File: src/rtl/spi_rx_pkg.sv
package spi_rx_pkg;
  typedef enum logic [1:0] {
    HOLD_IDLE,
    HOLD_LOAD,
    HOLD_OVWR,
    HOLD_DROP
  } hold_act_e;
endpackage

File: src/rtl/rx_hold.sv
module rx_hold #(
  parameter int W = 32
) (
  input  logic         clk,
  input  logic         rst,
  input  logic         frm_valid,
  input  logic [W-1:0] frm_data,
  input  logic         ovr_keep,
  input  logic         store_full,
  output logic         hold_full,
  output logic [W-1:0] hold_data,
  output logic         xfer,
  output logic         ovf_evt
);
  import spi_rx_pkg::*;

  hold_act_e act;

  assign xfer    = hold_full && !store_full;
  assign ovf_evt = frm_valid && hold_full && store_full;

  always_comb begin
    if (frm_valid && (!hold_full || xfer)) act = HOLD_LOAD;
    else if (ovf_evt && ovr_keep)          act = HOLD_OVWR;
    else if (ovf_evt)                      act = HOLD_DROP;
    else                                   act = HOLD_IDLE;
  end

  always_ff @(posedge clk) begin
    if (rst) begin
      hold_full <= 1'b0;
      hold_data <= '0;
    end else begin
      case (act)
        HOLD_LOAD, HOLD_OVWR: begin
          hold_full <= 1'b1;
          hold_data <= frm_data;
        end
        default: if (xfer) hold_full <= 1'b0;
      endcase
    end
  end

  p_drop_keeps_r7: assert property (@(posedge clk) disable iff (rst)
    (ovf_evt && !ovr_keep) |=> (hold_full && $stable(hold_data)));
  p_keep_replaces_r7: assert property (@(posedge clk) disable iff (rst)
    (ovf_evt && ovr_keep) |=> (hold_full && hold_data == $past(frm_data)));
endmodule

File: src/rtl/rx_store.sv
module rx_store #(
  parameter int W     = 32,
  parameter int DEPTH = 4,
  localparam int PW   = (DEPTH > 1) ? $clog2(DEPTH) : 1,
  localparam int CW   = $clog2(DEPTH + 1)
) (
  input  logic          clk,
  input  logic          rst,
  input  logic          push,
  input  logic [W-1:0]  push_data,
  input  logic          pop_req,
  output logic [W-1:0]  rd_data,
  output logic [PW-1:0] pop_ptr,
  output logic [CW-1:0] count,
  output logic          full
);
  logic [W-1:0]  mem [DEPTH];
  logic [PW-1:0] wr_ptr;
  logic          pop;

  assign full    = (count == CW'(DEPTH));
  assign pop     = pop_req && (count != '0);
  assign rd_data = mem[pop_ptr];

  function automatic logic [PW-1:0] ptr_next(input logic [PW-1:0] p);
    return (p == PW'(DEPTH - 1)) ? '0 : p + 1'b1;
  endfunction

  always_ff @(posedge clk) begin
    if (push) mem[wr_ptr] <= push_data;
  end

  always_ff @(posedge clk) begin
    if (rst) begin
      wr_ptr  <= '0;
      pop_ptr <= '0;
      count   <= '0;
    end else begin
      if (push) wr_ptr  <= ptr_next(wr_ptr);
      if (pop)  pop_ptr <= ptr_next(pop_ptr);
      if (push && !pop)      count <= count + 1'b1;
      else if (pop && !push) count <= count - 1'b1;
    end
  end

  p_count_bound_r2: assert property (@(posedge clk) disable iff (rst)
    count <= CW'(DEPTH));
  p_empty_pop_r5: assert property (@(posedge clk) disable iff (rst)
    (pop_req && count == '0 && !push) |=> ($stable(count) && $stable(pop_ptr)));
  p_wrap_r4: assert property (@(posedge clk) disable iff (rst)
    (pop && pop_ptr == PW'(DEPTH - 1)) |=> (pop_ptr == '0));
  p_pushpop_r11: assert property (@(posedge clk) disable iff (rst)
    (push && pop) |=> $stable(count));
endmodule

File: src/rtl/rx_flags.sv
module rx_flags #(
  parameter int CW = 3
) (
  input  logic          clk,
  input  logic          rst,
  input  logic [CW-1:0] count,
  input  logic          ovf_evt,
  input  logic          ovf_clr,
  input  logic          drain_clr,
  input  logic          dma_done,
  output logic          ovf_flag,
  output logic          drain_flag
);
  always_ff @(posedge clk) begin
    if (rst) begin
      ovf_flag   <= 1'b0;
      drain_flag <= 1'b0;
    end else begin
      if (ovf_evt)      ovf_flag <= 1'b1;
      else if (ovf_clr) ovf_flag <= 1'b0;

      if (count != '0)                drain_flag <= 1'b1;
      else if (drain_clr || dma_done) drain_flag <= 1'b0;
    end
  end

  p_ovf_sticky_r8: assert property (@(posedge clk) disable iff (rst)
    (ovf_flag && !ovf_clr) |=> ovf_flag);
  p_drain_set_r9: assert property (@(posedge clk) disable iff (rst)
    (count != '0) |=> drain_flag);
  p_drain_hold_r10: assert property (@(posedge clk) disable iff (rst)
    (drain_flag && !drain_clr && !dma_done) |=> drain_flag);
endmodule

File: src/rtl/spi_rx_fifo.sv
module spi_rx_fifo #(
  parameter int W     = 32,
  parameter int DEPTH = 4,
  localparam int PW   = (DEPTH > 1) ? $clog2(DEPTH) : 1,
  localparam int CW   = $clog2(DEPTH + 1)
) (
  input  logic          clk,
  input  logic          rst,
  input  logic          frm_valid,
  input  logic [W-1:0]  frm_data,
  input  logic          ovr_keep,
  output logic          rd_valid,
  input  logic          rd_ready,
  output logic [W-1:0]  rd_data,
  output logic [PW-1:0] pop_ptr,
  output logic [CW-1:0] entry_count,
  output logic          ovf_flag,
  input  logic          ovf_clr,
  output logic          drain_flag,
  input  logic          drain_clr,
  input  logic          dma_done
);
  logic         hold_full;
  logic [W-1:0] hold_data;
  logic         xfer;
  logic         ovf_evt;
  logic         store_full;

  rx_hold #(.W(W)) u_hold (
    .clk(clk), .rst(rst), .frm_valid(frm_valid), .frm_data(frm_data),
    .ovr_keep(ovr_keep), .store_full(store_full), .hold_full(hold_full),
    .hold_data(hold_data), .xfer(xfer), .ovf_evt(ovf_evt)
  );

  rx_store #(.W(W), .DEPTH(DEPTH)) u_store (
    .clk(clk), .rst(rst), .push(xfer), .push_data(hold_data),
    .pop_req(rd_ready), .rd_data(rd_data), .pop_ptr(pop_ptr),
    .count(entry_count), .full(store_full)
  );

  rx_flags #(.CW(CW)) u_flags (
    .clk(clk), .rst(rst), .count(entry_count), .ovf_evt(ovf_evt),
    .ovf_clr(ovf_clr), .drain_clr(drain_clr), .dma_done(dma_done),
    .ovf_flag(ovf_flag), .drain_flag(drain_flag)
  );

  assign rd_valid = (entry_count != '0);

  p_ovf_set_r6: assert property (@(posedge clk) disable iff (rst)
    (frm_valid && hold_full && entry_count == CW'(DEPTH)) |=> ovf_flag);
  p_xfer_counts_r2: assert property (@(posedge clk) disable iff (rst)
    (hold_full && entry_count < CW'(DEPTH) && !(rd_ready && rd_valid))
      |=> (entry_count == $past(entry_count) + 1'b1));
endmodule

File: config.mk
export PLATFORM = sky130hd
export DESIGN_NAME = spi_rx_fifo
export DESIGN_NICKNAME = d
export VERILOG_FILES = /design/src/rtl/spi_rx_pkg.sv /design/src/rtl/rx_hold.sv /design/src/rtl/rx_store.sv /design/src/rtl/rx_flags.sv /design/src/rtl/spi_rx_fifo.sv
export SDC_FILE = /design/constraint.sdc
export NUM_CORES = 1
export LEC_CHECK = 0
export ABC_AREA = 1
export BUFFER_PORTS_ARGS = -buffer_cell sky130_fd_sc_hd__buf_2
export CAP_MARGIN = 20
export CORE_MARGIN = 2
export CORE_UTILIZATION = 58
export CTS_CLUSTER_DIAMETER = 100
export CTS_CLUSTER_SIZE = 16
export DETAILED_ROUTE_END_ITERATION = 16
export HOLD_SLACK_MARGIN = 0.06
export PLACE_DENSITY = 0.79
export SYNTH_ARGS = -nofsm -noshare
export SYNTH_HDL_FRONTEND = slang
export SYNTH_SLANG_ARGS = --single-unit
File: constraint.sdc
create_clock -name clk -period 3.2 [get_ports clk]
set_clock_uncertainty 0.05 [all_clocks]
set_input_delay 0.8 -clock clk [delete_from_list [all_inputs] [get_ports clk]]
set_output_delay 0.8 -clock clk [all_outputs]
set_load 0.02 [all_outputs]
==> metrics.md, run 1 <==
| Metric | Value |
|---|---|
| Outcome | complete, no violations |
| Design Area, Final | 7840 µm² |
| Data arrival time of the critical path | 2.07 ns |
| Die W | 112 µm |
| Routed Antenna Nets | 0 |
| Largest fanout on the critical path | between 50 and 60 |
| Syn Inst Count | 596 |
| Part of the cycle the worst path needs | 91.1% |
| Drt pass-1 iters | 5 |
| Nets@finish | approximately 720 |
| #FFs+latches synth | 172 |
| Worst-Skew Late Latency | 0.41 ns |
| Internal power | between 4 and 5 mW |
| Avg Vias per Cell | 5.51 |
| 1st-iter DRT viols | ~360 |
| Synth-to-layout area growth | 15.9% |
| Clk slew on worst S/H paths | approximately 0.06 ns |
| Storage cell area | 4730 µm² |
| Fin crit period | 2.92 ns |
| Post-CTS Setup Bufs | 0 |
| Final cell count without fillers | ~830 |
| Area after DPL | 7270 µm² |
| WS Path Type | register to primary output |
| Setup TNS | 0 ns |
| Die Area | ~13,000 µm² |
| Crit. End Element | primary output |
| Vias in the first global route | 4,518 |
| Ant. Diodes | 0 |
| Startpoint types | register |
| Clock power frac | 31.9% |
| Port bufs | 79 |
| RSZ-0062 raised after global routing | false |
| Synth warnings | 0 |
| DR vias | around 4,600 |
| Pwr Density | ~800 nW/µm² |
| Max-cap violations | 0 |
| Switch share | 31.2% |
| Clock Path Buffers | 2 |
| Hold Fails Final Rpt | 0 |
| Hold Buf Count CTS | 0 |
| Switching power | between 1.5 and 2 mW |
| Post-synthesis cell area | between 6000 and 7000 µm² |
| Register area share after synthesis | between 60% and 70% |
| FILL cells | 793 |
| Slew HR | 48.1% |
| Max-slew violation total from the final report | 0 |
| Largest net degree at the start of global routing | 65 |
| Die height | 112 µm |
| # IOs | 80 |
| FP Rows | 39 |
| Gr usage total | 22.5% |
| Initial core utilization | 59.2% |
| Reg power frac | between 40% and 50% |
| Yosys cell types | 24 |
| Syn Area/Cell | 11.4 µm² |
| WL final | 13,800 µm |
| Class of the worst hold path | register to register |
| Finish-stage setup viols | 0 |
| Worst Tran Pin Value | slightly below 0.8 ns |
| Hold Crit Depth | 2 |
| CTS buffer count | 17 |
| Share of cells above drive strength 1 | 19.5% |
| Worst-case reg-to-reg path depth | 13 |
| Worst IR Drop VDD | 0.426 mV |
| CORE AREA | 11,400 µm² |
| Clock sink count | 172 |
| Multi-input gate area in the final layout | 1690 µm² |
| Initial antenna violation count | 0 |
| Fmax | 0.343 GHz |
| Root buf cell | clkbuf_16 |
| Static leakage | 3.11 nW |
| Detailed placer's ending HPWL | 7810 µm |
| Remaining DRCs | 0 |
| Placed cells | roughly 790 |
| WL per Instance | 16.7 µm |
| # resized after CTS | 0 |
| Remaining global-route overflow | 0 |
| CTS tree | done |
| Comb power frac | 23.7% |
| Hold_ws | 0.448 ns |
| Final GP Congestion | 0.760 |
| Mapped Nets | 643 |
| First-pass GRT wire length | between 20,000 and 25,000 µm |
| CP required | 2.35 ns |
| H-tree level count | 4 |
==> stage by stage <==
stage	power [mW]	setup slack [ns]	utilization (%)
after floorplan	3.72	0.497	-
after global placement	4.16	0.803	63.7
after detailed placement	4.21	0.700	63.7
after CTS	6.15	0.252	68.7
after global routing	6.38	0.156	68.7
final	6.12	0.284	68.7
==> routing by layer <==
metal,vias to the layer above,global-route usage (%),routed length (µm)
met5,-,0,0
met4,0,8.78,274
met3,23,4.68,885
met2,176,39.1,7090
met1,2137,27.9,5520
li1,2215,-,-
==> final timing paths <==
check                                      start               end  slack, ns
worst max-delay path                    register        rd_data[0]       0.28
worst min-delay path            u_flags.ovf_flag  u_flags.ovf_flag       0.45
worst max register to register  u_store.count[0]  u_store.count[2]       0.90
worst min register to register  u_flags.ovf_flag  u_flags.ovf_flag       0.45
==> power groups by stage <==
stage,registers [mW],clock network [mW],logic (mW)
after CTS,2.71,1.98,1.46
after detailed placement,2.76,0,1.45
after global placement,2.74,0,1.41
after global routing,2.73,2.07,1.58
after floorplan,2.75,0,0.965
final,2.71,1.95,1.45
==> final cells by class <==
type,instances,area share (%)
repair buffers,91,6.35
multi-input cells,340,21.5
flip-flops and latches,172,60.3
clock inverters,10,1.50
clock buffers,22,5.79
well taps,143,2.28
inverters,48,2.30
==> synth_stat cells <==
| library cell | number | share of area (%) |
|---|---|---|
| o21a_1 | 1 | 0.11 |
| inv_2 | 1 | 0.055 |
| o21ai_0 | 64 | 4.7 |
| o21ai_1 | 3 | 0.22 |
| buf_2 | 13 | 0.96 |
| o22ai_1 | 32 | 3.0 |
| buf_4 | 2 | 0.22 |
| a21oi_1 | 37 | 2.7 |
| nor3b_1 | 1 | 0.11 |
| nand3_1 | 31 | 2.3 |
| clkbuf_1 | 12 | 0.67 |
| nand2_1 | 46 | 2.6 |
| nand3_2 | 5 | 0.74 |
| nor2_4 | 1 | 0.17 |
| dfxtp_1 | 44 | 13 |
| fa_1 | 1 | 0.30 |
| nand3_4 | 1 | 0.26 |
| inv_1 | 47 | 2.6 |
| edfxtp_1 | 128 | 57 |
| buf_1 | 3 | 0.17 |
| nor2_1 | 110 | 6.1 |
| nor2_2 | 1 | 0.093 |
| buf_6 | 6 | 1.0 |
| ha_1 | 6 | 1.1 |
==> critical path: stages (launching register included) <==
cell and delay (ns):
dfxtp_2 0.47, buf_4 0.49, o21ai_0 0.20, o22ai_1 0.25, buf_2 0.21
==> cells in the final DEF, fill, tap and decap left out, types with 6 or more instances in the layout <==
cell type and n:
clkbuf_16 17, edfxtp_1 128, buf_4 11, nand3_1 31
inv_1 47, o21ai_0 64, buf_2 79, nand2_1 46
o22ai_1 32, nor2_1 106, ha_1 6, dfxtp_1 43
a21oi_1 37
==> kinds of logic after synthesis <==
group,count (synthesis),share of synthesized area (%)
simple gates,196,12.3
flops,172,69.8
compound gates,137,10.8
buf+inv,84,5.68
fa+ha+maj,7,1.41
==> sequential cells by signal (all words and copies together) (netlist names), named ones only <==
signal and count:
u_store.wr_ptr 2, u_flags.drain_flag 1, u_flags.ovf_flag 1, u_hold.hold_data 32
u_store.count 3, u_store.pop_ptr 2, u_hold.hold_full 1, u_store.mem 128
Note: power is estimated with default switching activity, not from simulation.
==> run 2, diff against run 1 <==
Settings changed: BUFFER_PORTS_ARGS -buffer_cell sky130_fd_sc_hd__buf_2 to -buffer_cell sky130_fd_sc_hd__clkbuf_2.
==> run 2 against run 1 <==
  * Power grew 0.67%
  * Count of clock-buffer cells in the layout decreased by 4
  * Sequential power is essentially flat
  * Utilization up 0.099 points
  * Worst setup slack lost 0.012 ns
==> metrics.md, run 2 (synthesized netlist as in run 1, its figures left out) <==
| Metric | Value |
|---|---|
| Initial core utilization | between 50 and 60% |
| CORE AREA | 11,400 µm² |
| HP Start | u_flags.ovf_flag |
| WP buf/inv | 2 |
| Die W | 112 µm |
| Most flops, register | u_store.mem |
| Clk slew on worst S/H paths | 0.06 ns |
| Clock power frac | 32.3% |
| Ant. Diodes | 0 |
| CTS tree | done |
| CP required | between 2 and 2.5 ns |
| Worst Tran Pin Value | 0.765 ns |
| Reg-to-reg startpoint | u_store.count[0] |
| WL final | 13,800 µm |
| Startpoint types | register |
| Worst IR Drop VDD | 0.477 mV |
| Die height | 112 µm |
| Remaining DRCs | 0 |
| RSZ-0062 raised after global routing | false |
| Part of the cycle the worst path needs | between 90% and 100% |
| Slew HR | 48.9% |
| Hold Crit Depth | 2 |
| Post-CTS Setup Bufs | 0 |
| H-tree level count | 4 |
| Clock Path Buffers | 2 |
| Biggest regs | u_store.mem (128), u_hold.hold_data (32), u_store.count (3) |
| Final cell count without fillers | ~830 |
| Comb power frac | 23.6% |
| Avg Vias per Cell | around 5.6 |
| Switching power | between 1.5 and 2 mW |
| Fmax | 0.342 GHz |
| Final GP Congestion | 0.803 |
| Reg2Reg Setup Slack | approximately 0.89 ns |
| Largest register FFs | 128 |
| Max-slew violation total from the final report | 0 |
| Hold Buf Count CTS | 0 |
| Initial antenna violation count | 0 |
| Data arrival time of the critical path | 2.08 ns |
| Crit-path leading delay family | buffers and inverters |
| # resized after CTS | 0 |
| Crit. End Element | primary output |
| Share of cells above drive strength 1 | between 15 and 20% |
| Die Area | 12,500 µm² |
| Worst-case reg-to-reg path depth | 9 |
| Remaining global-route overflow | 0 |
| Pwr Density | roughly 780 nW/µm² |
| Static leakage | 3.14 nW |
| FP Rows | 39 |
| Synth-to-layout area growth | 16.1% |
| Slowest-stage cell, CP | dfxtp_2 |
| WL per Instance | 16.7 µm |
| First-pass GRT wire length | 22,200 µm |
| Gr usage total | 22.9% |
| DR vias | around 4,600 |
| Fin crit period | 2.93 ns |
| Outcome | complete, no violations |
| Internal power | 4.21 mW |
| Drt pass-1 iters | 5 |
| Most common cell after layout, fill and taps aside | edfxtp_1 |
| Detailed placer's ending HPWL | 7950 µm |
| Root buf cell | clkbuf_16 |
| WS Path Type | register to primary output |
| Vias in the first global route | around 4,700 |
| Switch share | 31.6% |
| Hold Fails Final Rpt | 0 |
| Max-cap violations | 0 |
| Commonest cells after routing, fill and taps aside | edfxtp_1, nor2_1, clkbuf_2, o21ai_0, inv_1 |
| Worst path cell trace | buf_4 -> o21ai_0 -> o22ai_1 -> clkbuf_2 |
| Class of the worst hold path | register to register |
| Routed Antenna Nets | 0 |
| Worst-Skew Late Latency | 0.42 ns |
| # IOs | 80 |
| Largest fanout on the critical path | 44 |
| Largest net degree at the start of global routing | 65 |
| Clock sink count | 172 |
| CTS buffer count | 17 |
| Port bufs | just under 80 |
| R2r endpoint | u_store.count[1] |
| Placed cells | 794 |
| Reg power frac | 44.1% |
| 1st-iter DRT viols | 539 |
| Finish-stage setup viols | 0 |
| Nets@finish | 717 |
| Max incr delay on CP | 0.55 ns |
| Hold Path End | u_flags.ovf_flag |
| Setup TNS | 0 ns |
-- run 2: changes by cell type in the layout (fill, tap and decap cells not counted), sizes merged --
cell / delta
buf: -79
clkinvlp: -1
clkinv: +2
inv: +3
clkbuf: +75
-- run 2: worst max path at each step --
stage | startpoint | end | slack, ns | cells past startpoint
2_1_floorplan | u_store.count[0] | u_store.mem[0][0] | 0.50 | 4
3_3_place_gp | register | rd_data[0] | 0.75 | 4
3_5_place_dp | register | rd_data[0] | 0.72 | 4
4_1_cts | register | rd_data[0] | 0.26 | 4
5_1_grt | register | rd_data[31] | 0.09 | 4
6_report | register | rd_data[0] | 0.27 | 4
-- run 2: layout make-up --
cell class | instances | area (µm²)
Clock buffer | 18 | 439
Clock inverter | 14 | 144
Fill cell | 801 | 3570
Inverter | 48 | 180
Multi-Input combinational cell | 340 | 1690
Sequential cell | 172 | 4730
Tap cell | 143 | 179
Timing Repair Buffer | 91 | 498
-- run 2: routing by layer --
metal	GRT usage [%]	wire, µm	share of wire [%]	up-vias
met3	5.33	993	7.2	31
met1	29.0	5640	41	2176
met2	37.0	6830	50	220
met5	0	0	0	-
met4	12.4	319	2.3	0
li1	-	-	-	2218
-- run 2: power by group through the flow --
stage,registers (mW),clock network [mW],logic [mW]
detailed placement,2.76,0,1.45
finish,2.72,1.99,1.45
floorplan,2.75,0,0.965
global route,2.75,2.09,1.59
global placement,2.75,0,1.41
CTS,2.72,2.01,1.45
-- run 2: through the flow --
| stage | setup slack, ns | hold slack (ns) | total power [mW] | utilization (%) | area [µm²] |
|---|---|---|---|---|---|
| 5_1_grt | 0.0935 | 0.453 | 6.43 | 68.8 | 7850 |
| 3_3_place_gp | 0.747 | 0.412 | 4.16 | 63.7 | 7270 |
| 3_5_place_dp | 0.725 | 0.426 | 4.21 | 63.7 | 7270 |
| 6_report | 0.272 | 0.436 | 6.16 | 68.8 | 7850 |
| 2_1_floorplan | 0.497 | 0.411 | 3.72 | - | 6770 |
| 4_1_cts | 0.264 | 0.440 | 6.18 | 68.8 | 7850 |
-- run 2: worst register-to-register path: stages (launching register included) --
cell,delay [ns]
dfxtp_1,0.37
nor2_2,0.21
nand2_1,0.11
nand2_1,0.37
inv_1,0.13
ha_1,0.23
inv_1,0.09
fa_1,0.41
o21ai_0,0.17
nor2_1,0.06
==> run 3, diff against run 2 <==
Settings changed: CORE_ASPECT_RATIO set to 2, PLACE_DENSITY 0.79 to 0.78.
Clock period 3.2 ns to 3.1 ns, I/O delays scaled along.
==> run 3 against run 2 <==
  * Sequential share of layout area is 0.27 points lower
  * Critical path type unchanged
  * Utilization rose by 0.70 points
  * Critical endpoint is now rd_data[2]
  * Combinational power up 6%
  * First-iteration DRC count shrank 35%
  * Die area rose by 0.42%
  * Design area increased by 0.45%
  * Final cell count increased by 0.24%
  * Largest power group unchanged
  * Sequential cell count unchanged
  * Count of clock-buffer cells in the layout unchanged
==> metrics.md, run 3 (synthesized netlist as in run 1, its figures left out) <==
| Metric | Value |
|---|---|
| Setup TNS | 0 ns |
| Worst path cell trace | buf_4 -> o21ai_0 -> o22ai_1 -> clkbuf_2 |
| Max-cap violations | 0 |
| Avg Vias per Cell | between 5 and 6 |
| Hold Fails Final Rpt | 0 |
| Share of cells above drive strength 1 | between 20% and 30% |
| Startpoint types | register |
| H-tree level count | 4 |
| Post-CTS Setup Bufs | 0 |
| WS Path Type | register to primary output |
| Hold Path End | u_flags.ovf_flag |
| Remaining global-route overflow | 0 |
| Fin crit period | 2.83 ns |
| CTS buffer count | 17 |
| Die height | 157 µm |
| Final GP Congestion | 0.761 |
| Nets@finish | 720 |
| Pwr Density | 815 nW/µm² |
| Static leakage | 3.17 nW |
| Part of the cycle the worst path needs | between 90 and 100% |
| Max-slew violation total from the final report | 0 |
| FP Rows | 55 |
| Largest register FFs | 128 |
| Worst-case reg-to-reg path depth | 9 |
| 1st-iter DRT viols | 353 |
| Most flops, register | u_store.mem |
| Synth-to-layout area growth | 16.6% |
| CORE AREA | 11,400 µm² |
| Hold Crit Depth | 2 |
| Largest fanout on the critical path | 64 |
| Most common cell after layout, fill and taps aside | edfxtp_1 |
| Ant. Diodes | 0 |
| Vias in the first global route | between 4,000 and 5,000 |
| Worst-Skew Late Latency | 0.42 ns |
| Clock sink count | between 150 and 200 |
| CTS tree | done |
| Commonest cells after routing, fill and taps aside | edfxtp_1, nor2_1, clkbuf_2, o21ai_0, inv_1 |
| Class of the worst hold path | register to register |
| CP required | 2.27 ns |
| Crit. End Element | primary output |
| Clk slew on worst S/H paths | 0.06 ns |
| Reg-to-reg startpoint | u_store.count[0] |
| Storage cell area | 4730 µm² |
| FILL cells | 796 |
| R2r endpoint | u_store.count[1] |
| RSZ-0062 raised after global routing | false |
| Data arrival time of the critical path | 2.01 ns |
| Drt pass-1 iters | 5 |
| Hold_ws | 0.437 ns |
| Largest net degree at the start of global routing | 65 |
| Finish-stage setup viols | 0 |
| DR vias | around 4,700 |
| Initial antenna violation count | 0 |
| Worst Tran Pin Value | between 0.8 and 0.9 ns |
| Routed Antenna Nets | 0 |
| HP Start | u_flags.ovf_flag |
| Die Area | 12,600 µm² |
| Fmax | 0.353 GHz |
| # IOs | 80 |
| Biggest regs | u_store.mem (128), u_hold.hold_data (32), u_store.count (3) |
| Slew HR | 42.6% |
| WL per Instance | 16.8 µm |
| Clock Path Buffers | 2 |
| Outcome | complete, no violations |
| Remaining DRCs | 0 |
| # resized after CTS | 0 |
| Detailed placer's ending HPWL | 8420 µm |
| WL final | between 10,000 and 15,000 µm |
| Root buf cell | clkbuf_16 |
| Slowest-stage cell, CP | buf_4 |
| Multi-input gate area in the final layout | ~1700 µm² |
| Port bufs | 79 |
| Max incr delay on CP | 0.53 ns |
| Die W | about 80 µm |
| Initial core utilization | 59.6% |
| Gr usage total | 23.1% |
| Reg2Reg Setup Slack | around 0.76 ns |
| Worst IR Drop VDD | roughly 0.71 mV |
| First-pass GRT wire length | 21,500 µm |
| Hold Buf Count CTS | 0 |
[run 3: area by class of cell]
cell class                 count  area share (%)
tap                          142            2.25
timing repair buffer          94            6.60
sequential                   172            59.9
inverter                      48            2.28
clock buffer                  18            5.57
clock inverter                14            2.00
multi-input combinational    340            21.4
[run 3: where the power goes]
part | leakage (nW) | internal (mW) | switching [mW] | total (mW)
clock | 0.296 | 1.22 | 0.883 | 2.11
combinational | 1.32 | 0.466 | 1.07 | 1.54
sequential | 1.55 | 2.67 | 0.104 | 2.78
[run 3: worst max path at each step]
stage                              to              from  cells after the start  slack [ns]
floorplan           u_store.mem[0][0]  u_store.count[0]                      4        0.40
global placement           rd_data[2]          register                      4        0.79
detailed placement         rd_data[2]          register                      4        0.68
CTS                        rd_data[2]          register                      4        0.22
global route               rd_data[2]          register                      4        0.17
finish                     rd_data[2]          register                      4        0.27
[run 3: worst max-delay path: cells and delay by family (launching register included)]
| kind | cells | cell delay (ns) |
|---|---|---|
| buf+inv | 2 | 0.76 |
| compound gates | 2 | 0.50 |
| flops | 1 | 0.33 |
[run 3: metal layers]
metal | track usage [%] | routed length, µm | up-vias
met5 | 0 | 0 | -
met4 | 12.2 | 439 | 0
met3 | 5.42 | 852 | 37
met2 | 40.6 | 7610 | 192
met1 | 25.2 | 5040 | 2216
li1 | - | - | 2216
[run 3: per-stage QoR]
stage | std cells | worst slack, ns | utilization (%) | area, µm² | power (mW)
2_1_floorplan | 596 | 0.397 | - | 6770 | 3.84
3_3_place_gp | 796 | 0.791 | 64.2 | 7290 | 4.30
3_5_place_dp | 796 | 0.677 | 64.2 | 7290 | 4.36
4_1_cts | 828 | 0.217 | 69.5 | 7890 | 6.45
5_1_grt | 828 | 0.175 | 69.5 | 7890 | 6.69
6_report | 828 | 0.267 | 69.5 | 7890 | 6.43
